==> src/rtl/i2c_irq_pkg.sv <==
package i2c_irq_pkg;
  localparam int NUM_SRC    = 8;
  localparam int NUM_LIVE   = 2;
  localparam int NUM_STICKY = NUM_SRC - NUM_LIVE;
  localparam int REG_AW     = 2;

  localparam int BIT_PKT_DONE = 7;
  localparam int BIT_ALL_DONE = 6;
  localparam int BIT_TX_OVF   = 5;
  localparam int BIT_RX_UNF   = 4;
  localparam int BIT_NACK     = 3;
  localparam int BIT_ARB_LOST = 2;
  localparam int BIT_TX_REQ   = 1;
  localparam int BIT_RX_REQ   = 0;

  typedef enum logic [REG_AW-1:0] {
    SEL_STATUS = 2'd0,
    SEL_MASK   = 2'd1,
    SEL_WRAP   = 2'd2,
    SEL_NONE   = 2'd3
  } reg_sel_e;
endpackage

==> src/rtl/irq_sticky_bank.sv <==
module irq_sticky_bank #(
  parameter int WIDTH = 6
) (
  input  logic             clk_i,
  input  logic             rst_ni,
  input  logic [WIDTH-1:0] set_i,
  input  logic [WIDTH-1:0] clr_i,
  output logic [WIDTH-1:0] q_o
);
  // One flop per source; a set in the same cycle as a clear wins.
  for (genvar g = 0; g < WIDTH; g++) begin : g_bit
    logic bit_q;
    always_ff @(posedge clk_i or negedge rst_ni) begin
      if (!rst_ni)          bit_q <= 1'b0;
      else if (set_i[g])    bit_q <= 1'b1;
      else if (clr_i[g])    bit_q <= 1'b0;
    end
    assign q_o[g] = bit_q;
  end
endmodule

==> src/rtl/irq_mask_reg.sv <==
module irq_mask_reg #(
  parameter int WIDTH        = 8,
  parameter bit PKT_MASKABLE = 1'b1,
  parameter int PKT_BIT      = 7
) (
  input  logic             clk_i,
  input  logic             rst_ni,
  input  logic             wr_i,
  input  logic [WIDTH-1:0] wdata_i,
  output logic [WIDTH-1:0] mask_o,
  output logic [WIDTH-1:0] eff_mask_o
);
  logic [WIDTH-1:0] mask_q;

  always_ff @(posedge clk_i or negedge rst_ni) begin
    if (!rst_ni)   mask_q <= '0;
    else if (wr_i) mask_q <= wdata_i;
  end

  assign mask_o = mask_q;

  if (PKT_MASKABLE) begin : g_masked
    assign eff_mask_o = mask_q;
  end else begin : g_forced
    always_comb begin
      eff_mask_o          = mask_q;
      eff_mask_o[PKT_BIT] = 1'b1;
    end
  end
endmodule

==> src/rtl/irq_wrap_status.sv <==
module irq_wrap_status #(
  parameter bit ENABLE = 1'b1
) (
  input  logic clk_i,
  input  logic rst_ni,
  input  logic set_i,
  input  logic clr_i,
  output logic done_o
);
  if (ENABLE) begin : g_on
    logic done_q;
    always_ff @(posedge clk_i or negedge rst_ni) begin
      if (!rst_ni)    done_q <= 1'b0;
      else if (set_i) done_q <= 1'b1;
      else if (clr_i) done_q <= 1'b0;
    end
    assign done_o = done_q;
  end else begin : g_off
    logic unused_wrap_in;
    assign unused_wrap_in = clk_i ^ rst_ni ^ set_i ^ clr_i;
    assign done_o = 1'b0;
  end
endmodule

==> src/rtl/irq_out_stage.sv <==
module irq_out_stage #(
  parameter int WIDTH = 8
) (
  input  logic             clk_i,
  input  logic             rst_ni,
  input  logic [WIDTH-1:0] status_i,
  input  logic [WIDTH-1:0] enable_i,
  output logic             irq_o
);
  logic irq_q;
  always_ff @(posedge clk_i or negedge rst_ni) begin
    if (!rst_ni) irq_q <= 1'b0;
    else         irq_q <= |(status_i & enable_i);
  end
  assign irq_o = irq_q;
endmodule

==> src/rtl/i2c_irq_ctrl.sv <==
module i2c_irq_ctrl
  import i2c_irq_pkg::*;
#(
  parameter int DATA_W       = 32,
  parameter bit PKT_MASKABLE = 1'b1,
  parameter bit WRAPPED      = 1'b1,
  parameter int WRAP_BIT     = 30
) (
  input  logic              clk_i,
  input  logic              rst_ni,
  input  logic              pkt_done_i,
  input  logic              all_done_i,
  input  logic              tx_ovf_i,
  input  logic              rx_unf_i,
  input  logic              nack_i,
  input  logic              arb_lost_i,
  input  logic              tx_req_i,
  input  logic              rx_req_i,
  input  logic              reg_wr_i,
  input  logic [REG_AW-1:0] reg_addr_i,
  input  logic [DATA_W-1:0] reg_wdata_i,
  output logic [DATA_W-1:0] reg_rdata_o,
  output logic              irq_o
);
  localparam int UPPER_W = DATA_W - NUM_SRC;

  reg_sel_e              sel;
  logic [NUM_STICKY-1:0] sticky_set;
  logic [NUM_STICKY-1:0] sticky_clr;
  logic [NUM_STICKY-1:0] sticky_q;
  logic [NUM_SRC-1:0]    status_w;
  logic [NUM_SRC-1:0]    mask_q;
  logic [NUM_SRC-1:0]    eff_mask;
  logic                  wr_status, wr_mask, wr_wrap;
  logic                  wrap_done;
  logic [UPPER_W-1:0]    unused_wdata;

  assign sel       = reg_sel_e'(reg_addr_i);
  assign wr_status = reg_wr_i && (sel == SEL_STATUS);
  assign wr_mask   = reg_wr_i && (sel == SEL_MASK);
  assign wr_wrap   = reg_wr_i && (sel == SEL_WRAP);

  // Sticky index k maps to status bit k + NUM_LIVE.
  always_comb begin
    sticky_set = '0;
    sticky_set[BIT_PKT_DONE - NUM_LIVE] = pkt_done_i;
    sticky_set[BIT_ALL_DONE - NUM_LIVE] = all_done_i;
    sticky_set[BIT_TX_OVF   - NUM_LIVE] = tx_ovf_i;
    sticky_set[BIT_RX_UNF   - NUM_LIVE] = rx_unf_i;
    sticky_set[BIT_NACK     - NUM_LIVE] = nack_i;
    sticky_set[BIT_ARB_LOST - NUM_LIVE] = arb_lost_i;
  end

  assign sticky_clr = wr_status ? reg_wdata_i[NUM_SRC-1:NUM_LIVE] : '0;

  irq_sticky_bank #(.WIDTH(NUM_STICKY)) u_sticky (
    .clk_i  (clk_i),
    .rst_ni (rst_ni),
    .set_i  (sticky_set),
    .clr_i  (sticky_clr),
    .q_o    (sticky_q)
  );

  always_comb begin
    status_w                         = '0;
    status_w[NUM_SRC-1:NUM_LIVE]     = sticky_q;
    status_w[BIT_TX_REQ]             = tx_req_i;
    status_w[BIT_RX_REQ]             = rx_req_i;
  end

  irq_mask_reg #(
    .WIDTH        (NUM_SRC),
    .PKT_MASKABLE (PKT_MASKABLE),
    .PKT_BIT      (BIT_PKT_DONE)
  ) u_mask (
    .clk_i      (clk_i),
    .rst_ni     (rst_ni),
    .wr_i       (wr_mask),
    .wdata_i    (reg_wdata_i[NUM_SRC-1:0]),
    .mask_o     (mask_q),
    .eff_mask_o (eff_mask)
  );

  irq_wrap_status #(.ENABLE(WRAPPED)) u_wrap (
    .clk_i  (clk_i),
    .rst_ni (rst_ni),
    .set_i  (pkt_done_i | all_done_i),
    .clr_i  (wr_wrap & reg_wdata_i[WRAP_BIT]),
    .done_o (wrap_done)
  );

  irq_out_stage #(.WIDTH(NUM_SRC)) u_out (
    .clk_i    (clk_i),
    .rst_ni   (rst_ni),
    .status_i (status_w),
    .enable_i (eff_mask),
    .irq_o    (irq_o)
  );

  always_comb begin
    reg_rdata_o = '0;
    unique case (sel)
      SEL_STATUS: reg_rdata_o[NUM_SRC-1:0] = status_w;
      SEL_MASK:   reg_rdata_o[NUM_SRC-1:0] = mask_q;
      SEL_WRAP:   reg_rdata_o[WRAP_BIT]    = wrap_done;
      default:    reg_rdata_o              = '0;
    endcase
  end

  assign unused_wdata = reg_wdata_i[DATA_W-1:NUM_SRC];
endmodule

==> config.mk <==
export PLATFORM = sky130hd
export DESIGN_NAME = i2c_irq_ctrl
export DESIGN_NICKNAME = d
export VERILOG_FILES = /design/src/rtl/i2c_irq_pkg.sv /design/src/rtl/irq_sticky_bank.sv /design/src/rtl/irq_mask_reg.sv /design/src/rtl/irq_wrap_status.sv /design/src/rtl/irq_out_stage.sv /design/src/rtl/i2c_irq_ctrl.sv
export SDC_FILE = /design/constraint.sdc
export NUM_CORES = 1
export LEC_CHECK = 0
export BUFFER_PORTS_ARGS = -buffer_cell sky130_fd_sc_hd__buf_2
export CORE_ASPECT_RATIO = 1.5
export CORE_MARGIN = 4
export CORE_UTILIZATION = 38
export DETAILED_ROUTE_END_ITERATION = 10
export PLACE_DENSITY_LB_ADDON = 0.2
export REMOVE_ABC_BUFFERS = 1
export SLEW_MARGIN = 10
export SYNTH_ARGS = -nofsm -noshare
export SYNTH_HDL_FRONTEND = slang
export SYNTH_SLANG_ARGS = --single-unit
export TNS_END_PERCENT = 100
==> constraint.sdc <==
create_clock -name clk_i -period 0.9 [get_ports clk_i]
set_input_delay 0.18 -clock clk_i [delete_from_list [all_inputs] [get_ports clk_i]]
set_output_delay 0.18 -clock clk_i [all_outputs]
set_load 0.005 [all_outputs]
* Word-level counts from Yosys, hierarchy flattened
Cells that the tools add are included.
** Operators by class
- Equality and inequality tests :: 2
- Reductions and logical operators :: 12
- Multiplexer cells :: 17
- Bitwise gates (word level) :: 3
** Operators by type and width (count)
- 8-bit one-hot mux with 2 select lines :: 1
- 1-bit two-way mux :: 15
- 2-bit nonzero test :: 7
- 8-bit bitwise AND :: 1
- 8-bit OR reduction :: 1
- 6-bit two-way mux :: 1
- 1-bit logical AND :: 3
- 2-bit by 1-bit == test with 1-bit output, second input constant :: 1
- 2-bit == test, second input constant :: 1
- 2-bit logical NOT :: 1
- 1-bit bitwise AND :: 1
- 1-bit OR :: 1
** Storage, ports and cells
- Logic and storage cells :: 43
- Bits of input ports :: 45
- Output and inout bits :: 33
- Flip-flop bits (word level) :: 16

* Depth between registers and ports, before layout
Gate-level depths: netlist of run 1.
- Depth after elaboration :: 5
- Gate-level depth with buffers :: 3
- Gate-level depth less buffers :: 2

* Cells and area by module
A second synthesis of run 1 with hierarchy kept.
** Second synthesis, totals
- Cell total of the unflattened synthesis :: 112
- Area, all modules :: 1139.8 µm²
** Modules (own cells, without submodules)
- irq_mask_reg :: seq. area each 200.2 µm², area an instance 391.6 µm², cells each 25, times used 1
- i2c_irq_ctrl :: seq. area each 0.0 µm², area an instance 387.9 µm², cells each 54, times used 1
- irq_sticky_bank :: seq. area each 150.1 µm², area an instance 262.8 µm², cells each 24, times used 1
- irq_out_stage :: seq. area each 25.0 µm², area an instance 61.3 µm², cells each 6, times used 1
- irq_wrap_status :: seq. area each 25.0 µm², area an instance 36.3 µm², cells each 3, times used 1

* Worst setup path before layout of run 1
OpenSTA, ideal clock, no wires.
- Path kind :: input-to-reg
- From :: in reg_addr_i[1]
- To :: reg u_mask.mask_q[0] (netlist: u_mask.eff_mask_o[0])
- Buffers on the path :: 0
- Slack :: 0.019 ns
- Arrival time :: 0.756 ns
- Required time :: 0.775 ns
- Stages :: 2
- Cell sequence :: nand3b_2 > mux2_2
** On the way
- Longest elaborated chain between the ends :: 2
** RTL lines
- from (decl) :: RTL line i2c_irq_ctrl.sv:20 : input logic [REG_AW-1:0] reg_addr_i,
- 2-bit by 1-bit == test with 1-bit output :: RTL line i2c_irq_ctrl.sv:40 : assign wr_mask = reg_wr_i && (sel == SEL_MASK);
- 1-bit logical AND :: RTL line i2c_irq_ctrl.sv:40
- to (signal assigned) :: RTL line irq_mask_reg.sv:17 : else if (wr_i) mask_q <= wdata_i;
- to (decl) :: RTL line irq_mask_reg.sv:13 : logic [WIDTH-1:0] mask_q;
No other way between the ends.
A chain may end at the register's enable or synchronous reset.

* Final worst setup path of run 1
- From :: reg u_mask.mask_q[5] (netlist: u_mask.eff_mask_o[5])
- To :: out reg_rdata_o[5]
** On the way
- Longest elaborated chain between the ends :: 1
** RTL lines
- 8-bit one-hot mux with 2 select lines :: RTL line i2c_irq_ctrl.sv:102 : unique case (sel)
- to (decl) :: RTL line i2c_irq_ctrl.sv:22 : output logic [DATA_W-1:0] reg_rdata_o,
No other way between the ends.

==> results.sh, run 1 <==
export IMPL_status="finished with violations"
export IMPL_failed_checks="negative setup slack"
export IMPL_areaGrowthSynthToFinish_pct=31.50
export IMPL_ys_ff_latch=16
export IMPL_drt_iter0_drc=16
export IMPL_crit_chain="mux2i_1, nor2_1, buf_2"
export IMPL_power_frac_comb=0.273
export IMPL_numCtsBuffers=3
export IMPL_synth_warnings=0
export IMPL_ctsHtreeMaxLevel=1
export IMPL_multi_input_area_um2=446.7
export IMPL_period_needed_ps=1191
export IMPL_fillers=240
export IMPL_drt_pass1_iterations=4
export IMPL_required_ps=720
export IMPL_cp_slowest_stage_delay_ps=390
export IMPL_track_usage=0.1235
export IMPL_drive_gt1_frac=0.4490
export IMPL_timing_fmax_ghz=0.8395
export IMPL_coreArea_um2=2422
export IMPL_fp_dieW_um=48.98
export IMPL_path_class="flop to primary output"
export IMPL_num_antenna_cells=0
export IMPL_synth_distinct_cells=17
export IMPL_io_pins=78
export IMPL_cts_root_buf="clkbuf_4"
export IMPL_grt_ovfl_total=0
export IMPL_row_count=22
export IMPL_cellLeakagePower_nw=0.6771
export IMPL_drv_cap=0
export IMPL_cts_tree="built"
export IMPL_vdd_drop_max_v=0.0007800
export IMPL_dpl_cell_area_um2=1096
export IMPL_start_util=0.3951
export IMPL_r2r_cells=4
export IMPL_grt_start_max_net_pins=17
export IMPL_num_vias=796
export IMPL_drt_wl_total_mm=2.172
export IMPL_die_area_um2=3402
export IMPL_timing_final_crit_share=1.324
export IMPL_start_kind="flop"
export IMPL_fin_util=0.5196
export IMPL_p_sw_frac=0.2710
export IMPL_whs_path_depth=2
export IMPL_clkSinkCount=16
export IMPL_dp_final_hpwl_mm=1.629
export IMPL_rsz0062_at_grt="yes"
export IMPL_layout_commonest_cell="buf_2"
export IMPL_regArea_um2=400.4
export IMPL_synth_area_leaders="dfrtp_1 42%, buf_4 18%, mux2_2 9.4%"
export IMPL_dieHeight_um=69.47
export IMPL_skew_ps=2.267
export IMPL_wl_per_cell_um=12.70
export IMPL_io_buffers=31
export IMPL_fin_area_um2=1259
export IMPL_finalSetupViolCount=11
export IMPL_layout_nets=193
export IMPL_hold_violations=0
export IMPL_syn_inst=94
export IMPL_p_sw_mw=0.4973
export IMPL_synth_top_area_frac=0.4183
export IMPL_grt_pass1_wl_mm=3.353
export IMPL_seq_power_share=0.464
export IMPL_finalMaxSlewViolations=0
export IMPL_crit_fanout=2
export IMPL_tns_ps=-2558
export IMPL_power_density_nw_per_um2=1458
export IMPL_clk_latency_ps=290
export IMPL_first_global_vias=788
export IMPL_cp_end_kind="primary output"
export IMPL_arrival_ps=1010
export IMPL_gp_congestion=0.7253
export IMPL_yosys_area_top_type="dfrtp_1"
export IMPL_drc=0
export IMPL_setup_slack_ps=-291.2
export IMPL_via_per_inst=4.655
export IMPL_ant_nets=0
export IMPL_crit_slowest_cell="dfrtp_1"
export IMPL_power_share_clock=0.263
export IMPL_clk_pin_slew_worst_paths_ps=100
export IMPL_syn_area_per_cell_um2=10.18
export IMPL_syn_area_um2=957.2
export IMPL_antenna_found_initial=0
export IMPL_worstHoldPathType="primary input to flop"
export IMPL_final_cell_mix="31 x buf_2, 23 x conb_1, 18 x buf_4, 16 x dfrtp_1, 13 x nor2_1"
export IMPL_clk_path_buf_depth=2
export IMPL_p_int_mw=1.338
export IMPL_seq_area_frac_synth=0.4183
-- per-layer routing --
layer  share of wire  GRT usage  vias to the layer above
met5               0          0                        -
met4          0.0046    0.05389                        0
met3           0.085    0.03226                        2
met2            0.56     0.2326                       34
met1            0.35     0.1209                      379
li1                -          -                      381
-- metrics by stage --
stage	hold WS, ps	cells	power (mW)	setup WS, ps
floorplan	-115.6	91	1.051	19.12
global placement	107.7	154	1.227	-176.0
detailed placement	116.2	154	1.245	-193.1
CTS	63.16	169	1.804	-297.3
global route	59.36	171	1.949	-374.5
finish	68.09	171	1.835	-291.2
-- layout make-up --
class,count,area share
multi-input combinational,69,0.3549
clock buffer,4,0.02883
sequential,16,0.3181
tap,24,0.02386
timing repair buffer,52,0.2565
inverter,6,0.01789
-- power groups by stage --
stage	clock network, mW	registers, mW	logic (mW)
floorplan	0	0.856	0.195
global placement	0	0.868	0.359
detailed placement	0	0.873	0.372
CTS	0.500	0.847	0.457
global route	0.534	0.858	0.557
finish	0.483	0.851	0.502
-- flip-flops by register name (all words and copies together) (netlist names) --
signal / cells
u_out.irq_o: 1
u_sticky.g_bit.bit_q: 6
u_mask.eff_mask_o: 8
u_wrap.done_o: 1
-- synth_stat cells --
master	n
buf_4	23
dfrtp_1	16
nor2_1	14
mux2_2	8
mux2i_1	8
a31oi_1	6
inv_1	6
a22oi_1	4
a211o_1	1
and3b_1	1
buf_2	1
buf_6	1
conb_1	1
nand3b_2	1
nand4_1	1
nand4b_1	1
nor3b_1	1
-- timing repair --
| action | in CTS | in global routing |
|---|---|---|
| pin swaps | 1 | 3 |
| endpoints found under the hold margin | 16 | 0 |
| hold buffers | 1 | 0 |
| endpoints found under the setup margin | 10 | 15 |
| gates resized for setup | 1 | 6 |
| cloned | 0 | 0 |
| setup buffers | 10 | 4 |
-- cells by family (layout without fill, tap and decap cells) --
kind of cell	count (synthesis)	after routing	synth area share
compound gates	11	11	0.07975
buf+inv	31	62	0.2209
flops	16	16	0.4183
mux	16	16	0.1778
other cells	1	23	0.003918
simple gates	19	19	0.09936
-- critical path, delay by kind of cell, from the launching register on --
kind	cells	cell delay [ps]
buffers and inverters	1	120
flip-flops	1	390
multiplexers	1	160
AND/OR/NAND/NOR	1	50
-- path summary, 6_finish.rpt --
path,startpoint,end,slack (ps)
setup / recovery,u_mask.eff_mask_o[5]$_DFFE_PN0P_,reg_rdata_o[5],-290
hold / removal,reg_wdata_i[4],u_sticky.g_bit[2].bit_q$_DFFE_PN0P_,70
setup reg to reg,u_sticky.g_bit[2].bit_q$_DFFE_PN0P_,u_out.irq_o$_DFF_PN0_,-70
hold reg to reg,u_wrap.done_o$_DFFE_PN0P_,u_wrap.done_o$_DFFE_PN0P_,500
max in group asynchronous,rst_ni,u_mask.eff_mask_o[6]$_DFFE_PN0P_,310
min in group asynchronous,rst_ni,u_mask.eff_mask_o[2]$_DFFE_PN0P_,330
No activity file was read; power rests on OpenSTA's default activity.
==> run 2, diff against run 1 <==
--- a/config.mk
+++ b/config.mk
@@ -14,2 +14,3 @@
 export REMOVE_ABC_BUFFERS = 1
+export SKIP_CTS_REPAIR_TIMING = 1
 export SLEW_MARGIN = 10
==> constraint.sdc (replaced) <==
create_clock -name clk_i -period 0.9 [get_ports clk_i]
set_input_delay 0 -clock clk_i [delete_from_list [all_inputs] [get_ports clk_i]]
set_output_delay 0 -clock clk_i [all_outputs]
set_load 0.05 [all_outputs]
==> run 2 against run 1 <==
The run still ends with negative setup slack left. Fmax grew 7.4%. Setup slack improved by 82 ps. Clock skew is 1.8 ps higher. Clock power decreased by 4.6%. Utilization up 7.4 points. Critical path type unchanged. First-iteration DRC count is the same. Power is 20% higher. Non-clock buffer count grew 14. Critical path depth unchanged. Highest routed layer unchanged. Routed wire length grew 3.3%. Sequential share of layout area fell by 4.0 points. Sequential power hardly changed.
==> results.sh, run 2 (same netlist as run 1, synthesis figures left out) <==
export IMPL_dp_slack_ps=-35.76
export IMPL_dieHeight_um=69.47
export IMPL_crit_fanout=3
export IMPL_vdd_drop_max_v=0.001264
export IMPL_via_per_inst=4.476
export IMPL_clk_latency_ps=280
export IMPL_drt_wl_total_mm=2.243
export IMPL_first_global_vias=660
export IMPL_clkSinkCount=16
export IMPL_grt_pass1_wl_mm=2.987
export IMPL_status="finished with violations"
export IMPL_cellLeakagePower_nw=0.7380
export IMPL_die_area_um2=3402
export IMPL_worstHoldPathType="primary input to flop"
export IMPL_setup_slack_ps=-208.9
export IMPL_timing_fmax_ghz=0.9018
export IMPL_hold_violations=0
export IMPL_r2r_slack_ps=-50
export IMPL_dp_final_hpwl_mm=1.624
export IMPL_finalMaxSlewViolations=0
export IMPL_largest_reg_flops=8
export IMPL_rsz0062_at_grt="yes"
export IMPL_ant_nets=0
export IMPL_numCtsBuffers=3
export IMPL_failed_checks="negative setup slack"
export IMPL_num_antenna_cells=0
export IMPL_track_usage=0.1116
export IMPL_row_count=22
export IMPL_gp_congestion=0.7204
export IMPL_cp_slowest_stage_delay_ps=400
export IMPL_fp_dieW_um=48.98
export IMPL_layout_commonest_cell="conb_1"
export IMPL_cts_root_buf="clkbuf_4"
export IMPL_tns_ps=-1230
export IMPL_layout_nets=207
export IMPL_drive_gt1_frac=0.3913
export IMPL_skew_ps=4.017
export IMPL_grt_start_max_net_pins=17
export IMPL_timing_final_crit_share=1.232
export IMPL_arrival_ps=1110
export IMPL_required_ps=900
export IMPL_crit_slowest_cell="dfrtp_1"
export IMPL_path_class="flop to primary output"
export IMPL_clk_pin_slew_worst_paths_ps=90
export IMPL_grt_ovfl_total=0
export IMPL_cts_tree="built"
export IMPL_cpLargestDelayFamily="flip-flops"
export IMPL_antenna_found_initial=0
export IMPL_period_needed_ps=1109
export IMPL_power_density_nw_per_um2=1535
export IMPL_drt_pass1_iterations=4
export IMPL_start_util=0.3951
export IMPL_cp_end_kind="primary output"
export IMPL_ctsHtreeMaxLevel=1
export IMPL_drv_cap=0
export IMPL_final_cell_mix="23 x conb_1, 21 x buf_2, 19 x buf_4, 16 x dlygate4sd3_1, 16 x dfrtp_1"
export IMPL_crit_chain="mux2i_1, nor2_1, buf_6"
export IMPL_wl_per_cell_um=12.12
export IMPL_io_buffers=31
export IMPL_io_pins=78
export IMPL_clk_path_buf_depth=2
export IMPL_finalSetupViolCount=10
export IMPL_coreArea_um2=2422
export IMPL_drc=0
export IMPL_areaGrowthSynthToFinish_pct=50.20
export IMPL_start_kind="flop"
export IMPL_crit_buf_inv=1
export IMPL_num_vias=828
export IMPL_drt_iter0_drc=16
## run 2: changes by cell type in the layout (fill, tap and decap cells not counted), sizes merged
| cell | change |
|---|---|
| dlygate4sd3 | +15 |
| buf | -2 |
| clkbuf | +1 |
## run 2: tightest hold or removal path, stage by stage
cell and delay, ps:
buf_2 90, a22oi_1 80, nand4_1 90
## run 2: power by group
| part | internal (mW) | switching, mW | total (mW) |
|---|---|---|---|
| sequential | 0.799 | 0.0532 | 0.852 |
| combinational | 0.354 | 0.541 | 0.894 |
| clock | 0.246 | 0.215 | 0.461 |
## run 2: through the flow
stage | total power [mW] | utilization | area (um^2) | hold slack, ps | std cells
floorplan | 1.383 | - | 850.8 | -295.6 | 91
global placement | 1.551 | 0.4463 | 1081 | -73.39 | 152
detailed placement | 1.565 | 0.4463 | 1081 | -66.09 | 152
CTS | 2.029 | 0.4613 | 1117 | -377.0 | 156
global route | 2.336 | 0.5935 | 1438 | 28.17 | 185
finish | 2.207 | 0.5935 | 1438 | 15.69 | 185
## run 2: worst paths after layout
kind                                                           from                                  end  depth (start not counted)
min in group asynchronous                                    rst_ni  u_sticky.g_bit[2].bit_q$_DFFE_PN0P_                          2
max in group asynchronous                                    rst_ni  u_sticky.g_bit[1].bit_q$_DFFE_PN0P_                          2
worst max-delay path            u_sticky.g_bit[2].bit_q$_DFFE_PN0P_                       reg_rdata_o[4]                          3
worst min register to register     u_mask.eff_mask_o[2]$_DFFE_PN0P_     u_mask.eff_mask_o[2]$_DFFE_PN0P_                          1
worst max register to register  u_sticky.g_bit[4].bit_q$_DFFE_PN0P_                u_out.irq_o$_DFF_PN0_                          3
worst min-delay path                                       tx_req_i                u_out.irq_o$_DFF_PN0_                          3
## run 2: layout make-up
class / instances / area [um^2]
Clock buffer: 4 / 36.28
Fill cell: 212 / 984.7
Inverter: 6 / 22.52
Multi-Input combinational cell: 69 / 431.7
Sequential cell: 16 / 400.4
Tap cell: 24 / 30.03
Timing Repair Buffer: 66 / 516.7
## run 2: metal layers
layer,share of wire,global-route usage,wire length (um)
met1,0.35,0.1057,788
met2,0.57,0.2093,1289
met3,0.066,0.03226,149
met4,0.0071,0.05389,16
met5,0,0,0
==> run 3, diff against run 2 <==
Settings changed: ABC_AREA from default to 1, CORE_UTILIZATION 38 to 39.
==> run 3 against run 2 <==
The run still ends with negative setup slack left. Routed wire length is 6.9% higher. Cell area increased by 1.3%. Critical path depth did not move. Setup slack gained 110 ps. Count of clock-buffer cells in the layout did not move. Critical endpoint unchanged. Die area rose by 3.2%. Utilization decreased by 0.56 points.
==> results.sh, run 3 <==
export IMPL_areaGrowthSynthToFinish_pct=43.00
export IMPL_drc=0
export IMPL_status="finished with violations"
export IMPL_dp_slack_ps=63.17
export IMPL_final_cell_mix="74 x nand2_1, 23 x conb_1, 21 x buf_2, 16 x dfrtp_1, 15 x dlygate4sd3_1"
export IMPL_grt_ovfl_total=0
export IMPL_power_density_nw_per_um2=1485
export IMPL_holdWs_ps=8.693
export IMPL_period_needed_ps=996.5
export IMPL_worstHoldPathType="primary input to flop"
export IMPL_clk_path_buf_depth=2
export IMPL_path_class="flop to primary output"
export IMPL_synth_edf_count=0
export IMPL_wl_per_cell_um=10.66
export IMPL_start_util=0.4111
export IMPL_num_antenna_cells=0
export IMPL_antenna_found_initial=0
export IMPL_drt_pass1_iterations=4
export IMPL_drt_wl_total_mm=2.398
export IMPL_drv_cap=0
export IMPL_crit_fanout=3
export IMPL_synth_ff_type="dfrtp_1"
export IMPL_largest_reg_flops=8
export IMPL_drive_gt1_frac=0.2886
export IMPL_ctsHtreeMaxLevel=1
export IMPL_io_pins=78
export IMPL_ant_nets=0
export IMPL_final_cells=225
export IMPL_clkSinkCount=16
export IMPL_numCtsBuffers=3
export IMPL_hold_violations=0
export IMPL_fin_util=0.5879
export IMPL_coreArea_um2=2477
export IMPL_placed_cells=196
export IMPL_syn_inst=142
export IMPL_rsz0062_at_grt="yes"
export IMPL_top_layer_used="met4"
export IMPL_dp_final_hpwl_mm=1.614
export IMPL_timing_final_crit_share=1.107
export IMPL_num_vias=975
export IMPL_track_usage=0.1194
export IMPL_ys_ff_latch=16
export IMPL_cp_end_kind="primary output"
export IMPL_finalSetupViolCount=9
export IMPL_skew_ps=11.78
export IMPL_yosys_area_top_type="dfrtp_1"
export IMPL_grt_start_max_net_pins=17
export IMPL_synth_most_common_cell="nand2_1"
export IMPL_first_global_vias=794
export IMPL_setup_slack_ps=-96.45
export IMPL_syn_area_um2=1018
export IMPL_syn_area_per_cell_um2=7.172
export IMPL_fp_dieW_um=49.73
export IMPL_vdd_drop_max_v=0.0008838
export IMPL_timing_fmax_ghz=1.004
export IMPL_synth_distinct_cells=15
export IMPL_arrival_ps=1000
export IMPL_async_flop_share=1.000
export IMPL_wl_met2_mm=1.289
export IMPL_cellLeakagePower_nw=0.8357
export IMPL_clk_pin_slew_worst_paths_ps=100
export IMPL_die_area_um2=3510
export IMPL_layout_nets=247
export IMPL_required_ps=900
export IMPL_layout_commonest_cell="nand2_1"
export IMPL_start_kind="flop"
export IMPL_synth_top_area_frac=0.3931
export IMPL_dieHeight_um=70.59
export IMPL_cts_root_buf="clkbuf_4"
export IMPL_finalMaxSlewViolations=0
export IMPL_clk_latency_ps=290
export IMPL_drt_met1_wl_um=971
export IMPL_gp_congestion=0.7013
export IMPL_grt_pass1_wl_mm=3.325
export IMPL_dr_wl_met3_um=120
export IMPL_drt_iter0_drc=9
export IMPL_seq_area_frac_synth=0.3931
export IMPL_synth_area_leaders="dfrtp_1 39%, nand2_1 28%, buf_4 18%"
export IMPL_failed_checks="negative setup slack"
export IMPL_via_per_inst=4.333
export IMPL_io_buffers=31
export IMPL_row_count=22
export IMPL_cts_tree="built"
export IMPL_synthTopCellsByCount="76 x nand2_1, 24 x buf_4, 16 x dfrtp_1"
export IMPL_synth_warnings=0
==> run 3: changes by cell type in the layout (fill, tap and decap cells not counted), sizes merged, moves of 6 or more <==
cell and delta:
nand2 +77, mux2 -8, mux2i -8, nor2 -8, buf -7, a31oi -6, nand3 +6
==> run 3: report_power, final <==
group          total (mW)  internal (mW)  leakage [nW]  switching, mW
logic               0.848          0.277         0.642          0.571
registers           0.838          0.791         0.173         0.0474
clock network       0.477          0.246        0.0210          0.231
==> run 3: metal layers <==
metal  global-route usage  up-vias
li1                     -      498
met1               0.1321      442
met2               0.2253       33
met3              0.02105        2
met4              0.03692        0
met5                    0        -
==> run 3: layout make-up <==
class                   count  area [um^2]
multi-input cells         114        485.5
repair buffers             58        470.5
well taps                  24        30.03
flip-flops and latches     16        400.4
clock buffers               4        36.28
fillers                   239         1021
inverters                   9        33.78
==> run 3: logic make-up after synthesis <==
group | synth area share
buffers and inverters | 0.2211
AND/OR/NAND/NOR | 0.3821
other | 0.003682
flip-flops | 0.3931
==> run 3: metrics by stage <==
stage	TNS (ps)	total power, mW	cell area [um^2]
floorplan	0	1.377	909.6
global placement	0	1.542	1122
detailed placement	0	1.549	1122
CTS	-1357	2.023	1159
global route	-1198	2.292	1456
finish	-642.5	2.163	1456
==> run 3: critical path, stage by stage, from the launching register on <==
cell	delay, ps
dfrtp_1	410
nand2_1	80
nand2_1	60
buf_6	150
==> run 3: path summary, 6_finish.rpt <==
path | start | endpoint | slack [ps] | cells past startpoint
min reg2reg | u_wrap.done_o$_DFFE_PN0P_ | u_wrap.done_o$_DFFE_PN0P_ | 490 | 2
min in group asynchronous | rst_ni | u_sticky.g_bit[3].bit_q$_DFFE_PN0P_ | 150 | 2
max in group asynchronous | rst_ni | u_sticky.g_bit[5].bit_q$_DFFE_PN0P_ | 470 | 2
max | u_sticky.g_bit[2].bit_q$_DFFE_PN0P_ | reg_rdata_o[4] | -100 | 3
min | reg_wdata_i[30] | u_wrap.done_o$_DFFE_PN0P_ | 9 | 4
max reg2reg | u_sticky.g_bit[0].bit_q$_DFFE_PN0P_ | u_out.irq_o$_DFF_PN0_ | 0 | 5
